==> config.mk <==
export PLATFORM = sky130hd
export DESIGN_NAME = mixcol_mask_unit
export DESIGN_NICKNAME = d
export VERILOG_FILES = /design/src/rtl/mixcol_mask_unit.sv
export SDC_FILE = /design/constraint.sdc
export NUM_CORES = 1
export LEC_CHECK = 0
export ABC_AREA = 0
export BUFFER_PORTS_ARGS = -buffer_cell sky130_fd_sc_hd__buf_4
export CAP_MARGIN = 20
export CORE_MARGIN = 8
export CORE_UTILIZATION = 30
export CTS_CLUSTER_DIAMETER = 40
export DETAILED_ROUTE_END_ITERATION = 16
export GPL_TIMING_DRIVEN = 1
export SYNTH_ARGS = -nofsm -noshare
export SYNTH_HDL_FRONTEND = slang
export SYNTH_SLANG_ARGS = --single-unit
==> constraint.sdc <==
create_clock -name clk -period 1.18 [get_ports clk]
set_input_delay 0.236 -clock clk [delete_from_list [all_inputs] [get_ports clk]]
set_output_delay 0.236 -clock clk [all_outputs]
set_load 0.1 [all_outputs]
==> src/rtl/mixcol_mask_unit.sv <==
module mixcol_mask_unit #(
  parameter int NCOL = 4
) (
  input  logic               clk,
  input  logic               rst_n,
  input  logic               in_valid,
  input  logic [32*NCOL-1:0] in_state,
  output logic               out_valid,
  output logic [32*NCOL-1:0] out_state
);
  localparam int NB = 4 * NCOL;
  localparam int W  = 32 * NCOL;

  logic [7:0]   a  [NB];
  logic [7:0]   dbl[NB];
  logic [W-1:0] mixed;

  function automatic logic [7:0] ref_dbl(input logic [7:0] v);
    return {v[6:0], 1'b0} ^ (v[7] ? 8'h1b : 8'h00);
  endfunction

  for (genvar k = 0; k < NB; k++) begin : g_byte
    logic [7:0] msk, flip;
    assign a[k]   = in_state[W-1-8*k -: 8];
    assign msk    = {4'b0000, a[k][7], a[k][7], 1'b0, a[k][7]};
    assign flip   = a[k] ^ msk;
    assign dbl[k] = {flip[6:0], a[k][7]};
    always_comb
      assert_xtime_R3: assert (dbl[k] == ref_dbl(a[k]));
  end

  for (genvar c = 0; c < NCOL; c++) begin : g_col
    for (genvar r = 0; r < 4; r++) begin : g_row
      localparam int B0 = 4*c + r;
      localparam int B1 = 4*c + (r+1)%4;
      localparam int B2 = 4*c + (r+2)%4;
      localparam int B3 = 4*c + (r+3)%4;
      assign mixed[W-1-8*B0 -: 8] = dbl[B0] ^ dbl[B1] ^ a[B1] ^ a[B2] ^ a[B3];
    end
  end

  always_ff @(posedge clk) begin
    if (!rst_n) begin
      out_valid <= 1'b0;
      out_state <= '0;
    end else begin
      out_valid <= in_valid;
      if (in_valid) out_state <= mixed;
    end
  end

  assert_valid_lag_R6: assert property (@(posedge clk) disable iff (!rst_n)
    in_valid |=> out_valid);
  assert_idle_lag_R6: assert property (@(posedge clk) disable iff (!rst_n)
    !in_valid |=> !out_valid);
  assert_hold_R7: assert property (@(posedge clk) disable iff (!rst_n)
    !in_valid |=> $stable(out_state));
  assert_row0_col0_R4: assert property (@(posedge clk) disable iff (!rst_n)
    in_valid |=> out_state[W-1 -: 8] ==
      (ref_dbl($past(in_state[W-1 -: 8])) ^ ref_dbl($past(in_state[W-9 -: 8])) ^
       $past(in_state[W-9 -: 8]) ^ $past(in_state[W-17 -: 8]) ^ $past(in_state[W-25 -: 8])));
endmodule

==> results.toml, run 1 <==
[run_status]
status = "complete, but fails checks"
violations = "setup timing"

[pwr]
pwr-share-comb_pct = 51.4
pwr_density_cell_nw_per_um2 = 1610
power.share.sequential_pct = 25.2
p_int_w = 0.0134
clock_power_share_pct = 23.4
total_leakage_power_nw = 5.53
peakVddDrop_mv = 0.760
swShare_pct = 42.2
p_sw_w = 0.00973

[sta]
fin_ws_ns = -0.0219
relSlewSlack_pct = 60.3
finalMaxSlewViolations = 0
fin_skew_ns = 0
rsz0062_at_grt = "yes"
finalCritPeriodShare_pct = 102
finalSetupViolCount = 63
whs_ns = 0.139
worst_pin_slew_ns = 0.595
max_freq_ghz = 0.832
period_needed_ns = 1.20
finalHoldViolCount = 0
setup_tns_ns = -0.310

[worst_setup_path]
path_class = "register to output pin"
crit_path_start_kind = "register"
rr_endpoint = "out_state[92]"
worstPathBufferInverterCount = 1
reg2reg_slack_ns = 0.36
rr_worst_depth = 2
endpoint = "out_state[120]"
r2r_start = "out_state[92]"
cp_cell_sequence = "buf_12"
cp_slowest_cell = "dfxtp_4"
worstPathRequired_ns = 0.94
cp_max_fo = 2
max_stage_delay_ns = 0.38
cp-startpoint = "out_state[120]"
cp.depth = 1
critPathTopFamily = "flip-flops"
crit_arrival_ns = 0.97
crit_path_end_kind = "output pin"

[placement]
dp_worst_setup_slack_ns = -0.259
globalplace.congestion = 0.885
dp_cells = 1592
placed_area_um2 = 11900
io_buffer_count = 259
dpl.hpwl_um = 22500

[global_routing]
antenna_found_initial = 1
grt_max_degree = 68
grt_pass1_vias = 7963
grt_pass1_wl_um = 45900
grt_usage_pct = 17.7
overflow = 0

[floorplanning]
coreArea_um2 = 27000
die_w_um = 181
start_util_pct = 30.5
fp.dieArea_um2 = 32900
io_pins = 260
die_height_um = 181
row_count = 60

[detailed_routing]
ant_nets = 0
dr.pass1.iters = 4
viasPerCell = 4.47
vias = 7254
drc = 0
wire_per_inst_um = 17.9
drt-total-wl_um = 29000
first_iter_violations = 244

[clocking]
cts-buffers-inserted = 17
clkLatencyLatePin_ns = 0.40
clkTransAtPathRegs_ns = 0.07
cts_max_level = 4
clock_sinks = 129
cts_tree = "built"
cts-root-buf = "clkbuf_16"
cts_hold_buf = 0
clockBufferDepth = 2

[synthesis]
seq_area_frac_synth_pct = 31.4
synth_warnings = 0
syn_area_per_cell_um2 = 9.44
synthDistinctLibCells = 20
syn-num-nets = 1001
synthCells = 870
ys_ff_latch = 129
synth_area_um2 = 8210

[finish]
area_growth_pct = 74.6
fin_area_um2 = 14300
diodes = 0
drive_above_1_share_pct = 47.2
nets = 1402
fin_cells = 1624

[job]
drv_cap = 0

[worst_hold_path]
hold_path.class = "primary input to register"
==> power groups by stage <==
stage	combinational [W]	clock [W]	sequential, W
after global placement	0.0104	0	0.00550
after floorplan	0.00319	0	0.00974
after global routing	0.0124	0.00574	0.00591
after detailed placement	0.0104	0	0.00551
after CTS	0.0119	0.00554	0.00582
final	0.0119	0.00539	0.00582
==> worst min-delay path by stage <==
stage	slack (ns)	end	depth (start not counted)	start
2_1_floorplan	0.42	out_state[72]	2	in_state[64]
4_1_cts	0.12	out_state[58]	3	in_state[50]
6_report	0.14	out_state[58]	3	in_state[50]
5_1_grt	0.13	out_state[58]	3	in_state[50]
3_3_place_gp	0.44	out_state[19]	2	out_state[19]
3_5_place_dp	0.44	out_state[3]	2	out_state[3]
==> flip-flops by register name, summed over array words and instances (netlist names) <==
name / cells
out_state: 128
out_valid: 1
==> synth_stat cells, drive strengths merged <==
library cell    n  share of area [%]
xor2           98                 11
nand2          24                1.1
dfxtp         129                 31
nand3b        104                9.5
nand3           2               0.12
or3             1              0.076
inv             1              0.046
a22o            1               0.11
o21ai         126                7.8
nor2b           2               0.15
xnor2         336                 36
clkbuf         37                1.7
buf             9               0.56
==> layer usage <==
| layer | GRT usage (%) | part of all wire, % |
|---|---|---|
| met3 | 5.95 | 6.9 |
| met2 | 30.7 | 49 |
| met1 | 20.5 | 42 |
| met5 | 0 | 0.045 |
| met4 | 4.76 | 1.6 |
==> per-stage QoR <==
stage | utilization (%) | power, W
after global placement | 44.3 | 0.0159
after detailed placement | 44.3 | 0.0159
after floorplan | - | 0.0129
after CTS | 53.0 | 0.0233
final | 53.2 | 0.0231
after global routing | 53.2 | 0.0241
==> area by class of cell <==
cell class,instances,area [µm²]
Timing Repair Buffer,428,4930
Clock inverter,14,168
Clock buffer,17,425
Inverter,1,3.75
Fill cell,2372,12600
Multi-Input combinational cell,694,5530
Sequential cell,129,2860
Tap cell,341,427
==> cells in the final DEF (no fill, tap or decap), types with 4 or more instances in the layout <==
| cell | instances |
|---|---|
| xnor2_2 | 4 |
| clkinv_4 | 4 |
| nand3b_1 | 104 |
| clkinv_2 | 4 |
| nand2_1 | 23 |
| o21ai_0 | 122 |
| xor2_4 | 4 |
| xnor2_1 | 330 |
| buf_4 | 291 |
| xor2_2 | 4 |
| dfxtp_4 | 46 |
| dfxtp_2 | 83 |
| clkbuf_16 | 17 |
| xor2_1 | 90 |
| buf_12 | 137 |
==> repair_timing <==
item | 4_1_cts | 5_1_grt
resized for setup | 465 | 23
buffers inserted | 0 | 1
setup endpoints to repair | 129 | 129
==> kinds of logic after synthesis <==
group / count (synthesis) / share of synthesized area, %
XOR/XNOR: 434 / 47.4
flip-flops: 129 / 31.4
AND/OR/NAND/NOR: 133 / 11.0
AO/OA/AOI/OAI: 127 / 7.88
buffers and inverters: 47 / 2.30
Note: power is estimated with default switching activity, not from simulation.
==> run 2, diff against run 1 <==
--- a/config.mk
+++ b/config.mk
@@ -8,5 +8,5 @@
 export ABC_AREA = 0
 export BUFFER_PORTS_ARGS = -buffer_cell sky130_fd_sc_hd__buf_4
-export CAP_MARGIN = 20
+export CAP_MARGIN = 25
 export CORE_MARGIN = 8
 export CORE_UTILIZATION = 30
==> constraint.sdc (replaced) <==
create_clock -name clk -period 1.18 [get_ports clk]
set_input_delay 0 -clock clk [delete_from_list [all_inputs] [get_ports clk]]
set_output_delay 0 -clock clk [all_outputs]
set_load 0.1 [all_outputs]
==> run 2 against run 1 <==
Effect of this change:
- the run ends with hold timing left
- clock-buffer cell count increased by 1
- final area decreased by 11%
- largest cell class unchanged
- clock power rose by 3%
- final cell count is 2.2% lower
- non-clock buffer count down 37
- flip-flop and latch count unchanged
- wire length is 2.6% lower
- critical path depth rose by 5
- clock skew did not move
- setup slack better by 0.039 ns
==> results.toml, run 2 (same netlist as run 1, synthesis figures left out) <==
[sta]
max_freq_ghz = 0.860
whs_ns = -0.00443
relSlewSlack_pct = 55.1
period_needed_ns = 1.16
finalHoldViolCount = 2
rsz0062_at_grt = "yes"
fin_skew_ns = 0
finalCritPeriodShare_pct = 98.5
setup_tns_ns = 0
finalMaxSlewViolations = 0
finalSetupViolCount = 0
worst_pin_slew_ns = 0.673

[global_routing]
grt_usage_pct = 16.6
overflow = 0
busiest_layer = "met2"
use_met2_pct = 28.5
grt_util_met1_pct = 20.0
antenna_found_initial = 1
grt_pass1_vias = 7566
grt_pass1_wl_um = 43500
use_met3_pct = 4.65
grt_max_degree = 72

[finish]
diodes = 0
final_common_cell = "xnor2_1"
largestRegisters = "out_state (128), out_valid (1)"
fin_area_um2 = 12700
multi_input_area_um2 = 5770
drive_above_1_share_pct = 40.3
n_fill_cell = 2549
nets = 1365
largest_reg_flops = 128
top_register = "out_state"
fin_cells = 1588
seqCellArea_um2 = 2710
layout_common_cells = "xnor2_1, buf_4, o21ai_0, dfxtp_2, nand3b_1"
area_growth_pct = 55.0

[detailed_routing]
drt-total-wl_um = 28200
drc = 0
ant_nets = 0
dr.pass1.iters = 4
first_iter_violations = 264
viasPerCell = 4.44
wire_per_inst_um = 17.8
vias = 7050

[clocking]
cts-root-buf = "clkbuf_16"
cts_tree = "built"
cts-buffers-inserted = 17
clkTransAtPathRegs_ns = 0.06
cts_max_level = 4
clkLatencyLatePin_ns = 0.42
clock_sinks = 129
clockBufferDepth = 2

[worst_setup_path]
cp_max_fo = 3
max_stage_delay_ns = 0.56
crit_top_cell = "xnor2_1"
crit_arrival_ns = 1.46
cp_cell_sequence = "dlygate4sd3_1 > buf_4 > xor2_2 > xnor2_1 > xnor2_1 > o21ai_0"
crit_path_end_kind = "register"
worstPathRequired_ns = 1.48
path_class = "primary input to register"
worstPathBufferInverterCount = 2
cp_slowest_cell = "dlygate4sd3_1"
critPathTopFamily = "buffers and inverters"
crit_path_start_kind = "primary input"

[floorplanning]
die_w_um = 181
fp.dieArea_um2 = 32900
start_util_pct = 30.5
coreArea_um2 = 27000
die_height_um = 181
row_count = 60
io_pins = 260

[placement]
placed_area_um2 = 11000
dp_cells = 1478
globalplace.congestion = 0.824
io_buffer_count = 259
dpl.hpwl_um = 21200

[pwr]
total_leakage_power_nw = 5.00
peakVddDrop_mv = 0.926
total_power_w = 0.0214
pwr_density_cell_nw_per_um2 = 1680

[job]
drv_cap = 0

[run_status]
violations = "hold timing"
status = "complete, but fails checks"

[worst_hold_path]
hold_path.class = "primary input to register"
[run 2: timing repair]
action,CTS,global route
hold buffers,78,0
setup endpoints to repair,0,52
setup buffers,0,1
hold endpoints to repair,89,0
gates resized for setup,0,50
[run 2: power breakdown]
part / switching, W / internal (W)
Clock: 0.00221 / 0.00336
Sequential: 0.000367 / 0.00506
Combinational: 0.00699 / 0.00343
[run 2: path summary, 6_finish.rpt]
path                   from  slack [ns]             end  cells past startpoint
max reg2reg   out_state[92]        0.41   out_state[92]                      2
min                in_valid      -0.004   out_state[57]                      4
max            in_state[66]        0.02   out_state[90]                      6
min reg2reg  out_state[107]        0.46  out_state[107]                      2
[run 2: cell type report]
cell class | instances | area share [%]
well taps | 341 | 3.35
flip-flops and latches | 129 | 21.3
inverters | 1 | 0.0295
multi-input cells | 694 | 45.3
clock inverters | 14 | 1.41
clock buffers | 18 | 3.37
repair buffers | 391 | 25.2
[run 2: worst reg2reg max path, stage by stage, from the launching register on]
cell and delay, ns:
dfxtp_2 0.32, nor2b_1 0.12, a22o_1 0.22
[run 2: metrics by stage]
| stage | worst slack [ns] | utilization, % |
|---|---|---|
| 6_report | 0.0175 | 47.2 |
| 3_3_place_gp | 0.0175 | 40.8 |
| 5_1_grt | -0.0289 | 47.2 |
| 4_1_cts | 0.00164 | 46.0 |
| 3_5_place_dp | 0.00435 | 40.8 |
| 2_1_floorplan | 0.00494 | - |
[run 2: metal layers]
layer | share of wire [%] | vias to the layer above | wire length (µm)
li1 | - | 3541 | -
met1 | 43 | 3308 | 12200
met2 | 49 | 174 | 13900
met3 | 5.9 | 25 | 1670
met4 | 1.5 | 2 | 428
met5 | 0.046 | - | 13
